### config.mk
export PLATFORM = sky130hd
export DESIGN_NAME = wait_seq_ctrl
export DESIGN_NICKNAME = d
export VERILOG_FILES = /design/src/rtl/wait_seq_pkg.sv /design/src/rtl/wseq_irq_detect.sv /design/src/rtl/wseq_counter.sv /design/src/rtl/wait_seq_ctrl.sv
export SDC_FILE = /design/constraint.sdc
export NUM_CORES = 1
export LEC_CHECK = 0
export BUFFER_PORTS_ARGS = -buffer_cell sky130_fd_sc_hd__clkbuf_2
export CORE_MARGIN = 3
export CORE_UTILIZATION = 47
export CTS_CLUSTER_SIZE = 8
export DETAILED_ROUTE_END_ITERATION = 8
export PLACE_DENSITY_LB_ADDON = 0.15
export SLEW_MARGIN = 20
export SYNTH_ARGS = -nofsm -noshare
export SYNTH_HDL_FRONTEND = slang
export SYNTH_SLANG_ARGS = --single-unit
### constraint.sdc
create_clock -name clk -period 2.9 [get_ports clk]
set_input_delay 0.145 -clock clk [delete_from_list [all_inputs] [get_ports clk]]
set_output_delay 0.145 -clock clk [all_outputs]
set_load 0.01 [all_outputs]
### src/rtl/wait_seq_pkg.sv
package wait_seq_pkg;

    typedef enum logic [2:0] {
        ST_RUN,
        ST_SLEEP,
        ST_PUSH,
        ST_RECOVER,
        ST_VEC_HI,
        ST_VEC_LO
    } wseq_state_t;

    // order in which the context bytes are pushed
    typedef enum logic [2:0] {
        SB_PCL = 3'd0,
        SB_PCH = 3'd1,
        SB_IDX = 3'd2,
        SB_ACC = 3'd3,
        SB_CCR = 3'd4
    } wseq_byte_t;

    localparam int unsigned STACK_BYTES = 5;

endpackage

### src/rtl/wseq_irq_detect.sv
module wseq_irq_detect #(
    parameter int unsigned NUM_IRQ = 8
) (
    input  logic [NUM_IRQ-1:0] irq_req,
    input  logic [NUM_IRQ-1:0] irq_en,
    output logic               wake_hit
);

    logic [NUM_IRQ-1:0] live;

    for (genvar i = 0; i < NUM_IRQ; i++) begin : g_src
        assign live[i] = irq_req[i] & irq_en[i];
    end

    assign wake_hit = |live;

endmodule

### src/rtl/wseq_counter.sv
module wseq_counter #(
    parameter int unsigned CNT_W = 6
) (
    input  logic             clk,
    input  logic             rst,
    input  logic             clr,
    output logic [CNT_W-1:0] count
);

    always_ff @(posedge clk) begin
        if (rst || clr) begin
            count <= '0;
        end else begin
            count <= count + CNT_W'(1);
        end
    end

endmodule

### src/rtl/wait_seq_ctrl.sv
module wait_seq_ctrl
    import wait_seq_pkg::*;
#(
    parameter int unsigned       ADDR_W         = 16,
    parameter int unsigned       NUM_IRQ        = 8,
    parameter int unsigned       RECOVER_CYCLES = 64,
    parameter logic [ADDR_W-1:0] STACK_TOP      = 16'h00FF
) (
    input  logic               clk,
    input  logic               rst,
    input  logic               wait_req,
    input  logic [ADDR_W-1:0]  wait_next_addr,
    input  logic [NUM_IRQ-1:0] irq_req,
    input  logic [NUM_IRQ-1:0] irq_en,
    input  logic               wdog_dis,
    input  logic               wdog_timeout,
    output logic               cpu_clk_en,
    output logic               per_clk_en,
    output logic               bus_freeze,
    output logic [ADDR_W-1:0]  hold_addr,
    output logic               stack_we,
    output logic [ADDR_W-1:0]  stack_addr,
    output logic [2:0]         stack_sel,
    output logic               stack_done,
    output logic               rec_busy,
    output logic               vec_hi_fetch,
    output logic               vec_lo_fetch
);

    localparam int unsigned MAX_SPAN = (RECOVER_CYCLES > STACK_BYTES) ? RECOVER_CYCLES : STACK_BYTES;
    localparam int unsigned CNT_W    = (MAX_SPAN > 2) ? $clog2(MAX_SPAN) : 1;
    localparam logic [CNT_W-1:0] REC_LAST  = CNT_W'(RECOVER_CYCLES - 1);
    localparam logic [CNT_W-1:0] PUSH_LAST = CNT_W'(STACK_BYTES - 1);

    wseq_state_t       state_q, state_n;
    logic              wake_hit;
    logic              int_rst;
    logic              cnt_clr;
    logic [CNT_W-1:0]  cnt;
    logic [ADDR_W-1:0] hold_q;
    logic              done_q;

    wseq_irq_detect #(.NUM_IRQ(NUM_IRQ)) u_irq (
        .irq_req  (irq_req),
        .irq_en   (irq_en),
        .wake_hit (wake_hit)
    );

    // watchdog is only a reset source when not disabled by configuration
    assign int_rst = wdog_timeout & ~wdog_dis;
    assign cnt_clr = int_rst | (state_n != state_q);

    wseq_counter #(.CNT_W(CNT_W)) u_cnt (
        .clk   (clk),
        .rst   (rst),
        .clr   (cnt_clr),
        .count (cnt)
    );

    always_comb begin
        state_n = state_q;
        unique case (state_q)
            ST_RUN:     if (wait_req) state_n = wake_hit ? ST_PUSH : ST_SLEEP;
            ST_SLEEP:   if (wake_hit) state_n = ST_PUSH;
            ST_PUSH:    if (cnt == PUSH_LAST) state_n = ST_RUN;
            ST_RECOVER: if (cnt == REC_LAST) state_n = ST_VEC_HI;
            ST_VEC_HI:  state_n = ST_VEC_LO;
            ST_VEC_LO:  state_n = ST_RUN;
            default:    state_n = ST_RECOVER;
        endcase
        if (int_rst) begin
            state_n = ST_RECOVER;
        end
    end

    // state register, held address and done flag
    always_ff @(posedge clk) begin
        if (rst) begin
            state_q <= ST_RECOVER;
            hold_q  <= '0;
            done_q  <= 1'b0;
        end else begin
            state_q <= state_n;
            done_q  <= (state_q == ST_PUSH) && (cnt == PUSH_LAST) && !int_rst;
            if (state_q == ST_RUN && state_n == ST_SLEEP) begin
                hold_q <= wait_next_addr;
            end
        end
    end

    // outputs decoded from the state register only
    always_comb begin
        cpu_clk_en   = 1'b0;
        bus_freeze   = 1'b0;
        stack_we     = 1'b0;
        stack_addr   = STACK_TOP;
        stack_sel    = SB_PCL;
        rec_busy     = 1'b0;
        vec_hi_fetch = 1'b0;
        vec_lo_fetch = 1'b0;
        unique case (state_q)
            ST_RUN:     cpu_clk_en = 1'b1;
            ST_SLEEP:   bus_freeze = 1'b1;
            ST_PUSH: begin
                cpu_clk_en = 1'b1;
                stack_we   = 1'b1;
                stack_addr = STACK_TOP - ADDR_W'(cnt);
                stack_sel  = 3'(cnt);
            end
            ST_RECOVER: rec_busy = 1'b1;
            ST_VEC_HI: begin
                rec_busy     = 1'b1;
                vec_hi_fetch = 1'b1;
            end
            ST_VEC_LO: begin
                rec_busy     = 1'b1;
                vec_lo_fetch = 1'b1;
            end
            default:    rec_busy = 1'b1;
        endcase
    end

    assign per_clk_en = 1'b1;
    assign hold_addr  = hold_q;
    assign stack_done = done_q;

endmodule

# Word-level counts from Yosys, hierarchy flattened
# Cells that the tools add are included.
# totals
ff_bits,26
inputBits,37
# op_classes
n_addsub,2
n_eq_ne,9
n_mux,15
bitwise,11
reduce_logical,9
# op_table
op,n
3-bit 2-to-1 mux,6
3-bit one-hot mux with 6 select lines,1
16-bit 2-to-1 mux,1
1-bit AND,9
8-bit by 6-bit subtractor with 9-bit output (first input constant),1
8-bit OR reduction,1
6-bit by 1-bit adder with 6-bit output (second input constant),1
3-bit by 1-bit equality test with 1-bit output (second input constant),2
3-bit by 2-bit equality test with 1-bit output (second input constant),2
3-bit equality test (second input constant),2
6-bit by 3-bit equality test with 1-bit output (second input constant),1
6-bit equality test (second input constant),1
1-bit 2-to-1 mux,6
1-bit logical AND,3
3-bit logical NOT,1
3-bit != test,1
3-bit OR reduction,1
2-bit 2-to-1 mux,1
2-bit OR reduction,1
1-bit logical NOT,1
1-bit logical OR,1
1-bit NOT,1
1-bit bitwise OR,1

# Logic depth before layout (Yosys ltp)
# depth
word_depth,9
mapped_depth,7

# By module
# From an unflattened synthesis, not the netlist that was laid out.
# unflattened
hier_cells,167
hier_area_um2,1541.5
# modules_own_cells
mod,n_inst,cells_each,area_each_um2,seq_area_each_um2
wait_seq_ctrl,1,138,1278.7,400.4
wseq_counter,1,24,226.5,120.1
wseq_irq_detect,1,5,36.3,0.0

# Worst setup path after synthesis
# No wires, ideal clock.
# synth_path
path_type,reg-to-reg
start,reg u_cnt.count[0]
end,reg u_cnt.count[2]
setup_ns,0.130
arrival_ns,1.446
path_slack_ns,1.324
path_stages_with_launch,7
n_path_buf,0
synth_period_minus_slack_ns,1.576
path_cell_list,dfxtp_1 ha_1 and3_4 a311o_2 o211ai_2 xnor2_2 nor3_1
# synth_via
elab_chain_len,7
word_cells_on_any_way,10
classes_between,1 x add/sub; 3 x eq/ne; 4 x mux; 1 x bitwise; 1 x reduce/logical
# synth_lines
element,line_no,text
from (decl),wseq_counter.sv:7,output logic [CNT_W-1:0] count
from (signal assigned),wseq_counter.sv:14,count <= count + CNT_W'(1);
6-bit equality test or 6-bit by 3-bit equality test with 1-bit output (tied branches),"wait_seq_ctrl.sv:66, wait_seq_ctrl.sv:65",
3-bit 2-to-1 mux (on tied branches),"wait_seq_ctrl.sv:66, wait_seq_ctrl.sv:65",
3-bit one-hot mux with 6 select lines,wait_seq_ctrl.sv:62,unique case (state_q)
3-bit 2-to-1 mux,wait_seq_ctrl.sv:71,if (int_rst) begin
3-bit != test,wait_seq_ctrl.sv:51,assign cnt_clr = int_rst | (state_n != state_q);
1-bit bitwise OR,wait_seq_ctrl.sv:51,
1-bit logical OR,wseq_counter.sv:11,if (rst || clr) begin
# Parallel ways exist; a longest one is shown, timed or not.
# A chain may end at the register's enable or synchronous reset.

# Worst setup path in the final report
# layout_path
start,reg state_q[2]
end,reg hold_q[12] (netlist: hold_addr[12])
# layout_via
elab_chain_len,5
word_cells_on_any_way,14
classes_between,6 x eq/ne; 6 x mux; 2 x reduce/logical
# layout_lines
element,line_no,text
from (decl),wait_seq_ctrl.sv:35,"wseq_state_t state_q, state_n;"
from (signal assigned),wait_seq_ctrl.sv:83,state_q <= state_n;
"3-bit equality test, or another cell as far along",wait_seq_ctrl.sv:62,
3-bit one-hot mux with 6 select lines,wait_seq_ctrl.sv:62,
3-bit 2-to-1 mux,wait_seq_ctrl.sv:71,
3-bit by 1-bit equality test with 1-bit output,wait_seq_ctrl.sv:85,if (state_q == ST_RUN && state_n == ST_SLEEP) begin
1-bit logical AND *,wait_seq_ctrl.sv:85,
to (signal assigned),wait_seq_ctrl.sv:86,hold_q <= wait_next_addr;
to (decl),wait_seq_ctrl.sv:40,logic [ADDR_W-1:0] hold_q;
# Mark *: on every way between the ends. The rest lies on a longest branch, timed or not.

==> impl_results.md <==
- Clock sink count: 26
- Port Buffers: 68
- Pre-antenna DRT Iters: 4
- Final Max Tran Viols: 0
- Crit path largest cell delay: 0.47 ns
- Fmax: 559.3 MHz
- Initial Util: 50.22%
- Top FF cell, synth: dfxtp_1
- Peak supply drop: 0.2735 mV
- Ys Warns: 0
- Worst-path clk slew: 0.14 ns
- Worst-path cell chain: nor2_2, nand4b_2, nor2_4, mux2i_1, nor2_1
- Cells after Synth: 144
- WP data required: 3.11 ns
- Post-synth EDFFs: 0
- Layout cell share with drive strength beyond 1: 42.79%
- Netlist cell types: 44
- Power Density: 386.7 nW/um2
- Final HPWL DP: 2451 um
- Flops & latches, synth: 26
- Crit-path max FO: 16
- Die area: 3691 um2
- Final count of hold timing violations: 0
- Chip height: 60.75 um
- Vias per inst: 5.013
- Gr usage total: 16.55%
- Largest net degree at the start of global routing: 19
- Antenna Cells: 0
- Total core area: 2805 um2
- Ranking of synthesized cells by area: dfxtp_1 37%, mux2i_1 11%, buf_4 6.4%
- Via count: 1198
- ANT nets after route: 0
- Post-route cell area: 1742 um2
- Max Cap Viol: 0
- CTS tree: yes
- Gr ovfl total: 0
- Most common cell in the netlist: dfxtp_1
- Global-route wire length before repair: 4623 um
- Vias in the first global route: 1066
- CTS max path bufs: 2
- Max-Slew Margin vs Limit: 61.18%
- Crit end category: flop
- Remaining DRCs: 0
- Yosys top cell area share: 36.94%
- GP Congestion: 0.8308
- Async S/R FF share, synth: 0%
- Final setup skew: 0.006293 ns
- Hold Path Class: in -> reg
- Mean Syn Cell Area: 9.784 um2
- Final period utilization: 61.65%
- Layout area overhead: 23.62%
- CP Class: reg -> reg
- Mapped Area: 1409 um2
- WL final: 3021 um
- Final setup viols: 0
- Cts bufs inserted: 3
- Cells resized by post-CTS repair: 0
- Unrepaired setup endpoints after global routing: no
- H-tree levels: 1
- Die W: 60.75 um
- Postcts setup bufs: 0
- Least-Margin Pin Slew: 0.5743 ns
- Fill count: 247
- Slowest CP cell: nor2_4
- Cell accounting for the most synthesized area: dfxtp_1
- CTS root buf: clkbuf_4
- Site row count: 19
- 1st-iter DRT viols: 18
- Synth cell count leaders: 26 x dfxtp_1, 19 x nor2_1, 16 x mux2i_1
- CTS Hold Buffers Added: 0
- Post-DP Area: 1689 um2
- DR WL/cell: 12.64 um
- Initial antenna violation count: 0
- Worst-Skew Late Latency: 0.31 ns
- Layout Nets: 248
- Crit path arrival time: 2.00 ns
- Ports: 80
- Setup TNS Final: 0 ns
- Static Leak: 0.8276 nW
- Post-synthesis sequential area ratio: 36.94%
- Outcome: complete, no violations
- Post-route minimum period: 1.788 ns
- Crit path launch type: flop
==> metal layers <==
layer,share of wire (%),GRT usage (%)
met1,42,19.97
met2,50,29.47
met3,7.7,2.766
met4,0.89,5.882
met5,0,0
==> registers in the layout, summed over array words and instances, names as in the netlist <==
signal,flops
hold_addr,16
u_cnt.count,6
state_q,3
stack_done,1
==> power breakdown <==
| group | leakage [nW] | switching, mW | internal [mW] |
|---|---|---|---|
| clock network | 0.0279 | 0.105 | 0.140 |
| logic | 0.590 | 0.0344 | 0.0311 |
| registers | 0.210 | 0.00335 | 0.360 |
| total | 0.828 | 0.143 | 0.531 |
==> path summary, 6_finish.rpt <==
check	slack, ns	end	cells after the start	from
max reg2reg	1.11	hold_addr[12]	5	state_q[2]
min reg2reg	0.51	hold_addr[2]	2	hold_addr[2]
min	0.05	hold_addr[2]	3	wait_next_addr[2]
max	1.11	hold_addr[12]	5	state_q[2]
==> critical path, delay by kind of cell, from the launching register on <==
kind          cells  cell delay [ns]
simple gates      4             0.97
flops             1             0.43
mux               1             0.26
==> cell usage in the layout (no fill, tap or decap), types with 2 or more instances in the layout <==
master / netlist / layout
clkbuf_2: 0 / 68
dfxtp_1: 26 / 26
nor2_1: 19 / 19
mux2i_1: 16 / 16
conb_1: 2 / 11
nor3_1: 7 / 7
inv_1: 6 / 6
nand2_1: 6 / 6
and3_1: 5 / 5
xnor2_1: 3 / 3
clkbuf_4: 0 / 3
and2_1: 2 / 2
a22oi_2: 2 / 2
a22oi_4: 2 / 2
o21ai_0: 2 / 2
a31oi_1: 2 / 2
ha_1: 2 / 2
==> layout make-up <==
| class | count | area, um2 | area share, % |
|---|---|---|---|
| clock buffers | 3 | 22.52 | 1.293 |
| clock inverters | 1 | 30.03 | 1.724 |
| inverters | 6 | 22.52 | 1.293 |
| multi-input cells | 104 | 767.0 | 44.04 |
| flip-flops and latches | 26 | 520.5 | 29.89 |
| well taps | 31 | 38.79 | 2.227 |
| repair buffers | 68 | 340.3 | 19.54 |
==> cells by family after synthesis <==
group	after synthesis	synth area share (%)
and+or+nand+nor	56	24.51
buffers and inverters	23	11.01
DFF	26	36.94
adders and majority gates	2	1.776
xor gates and xnor gates	5	3.642
other	2	0.5331
AOI/OAI and AO/OA	14	10.21
muxes	16	11.37
==> through the flow <==
stage	power, mW	hold slack, ns	worst slack (ns)	cells	utilization [%]
finish	0.6735	0.05408	1.112	239	62.09
global route	0.7068	0.04293	0.9192	239	62.09
CTS	0.6814	0.04438	1.073	239	62.09
detailed placement	0.4368	0.3888	1.103	235	60.21
global placement	0.4344	0.3827	1.137	235	60.21
floorplan	0.4140	0.2922	1.324	153	-
Power figures use the tool's default switching activity.
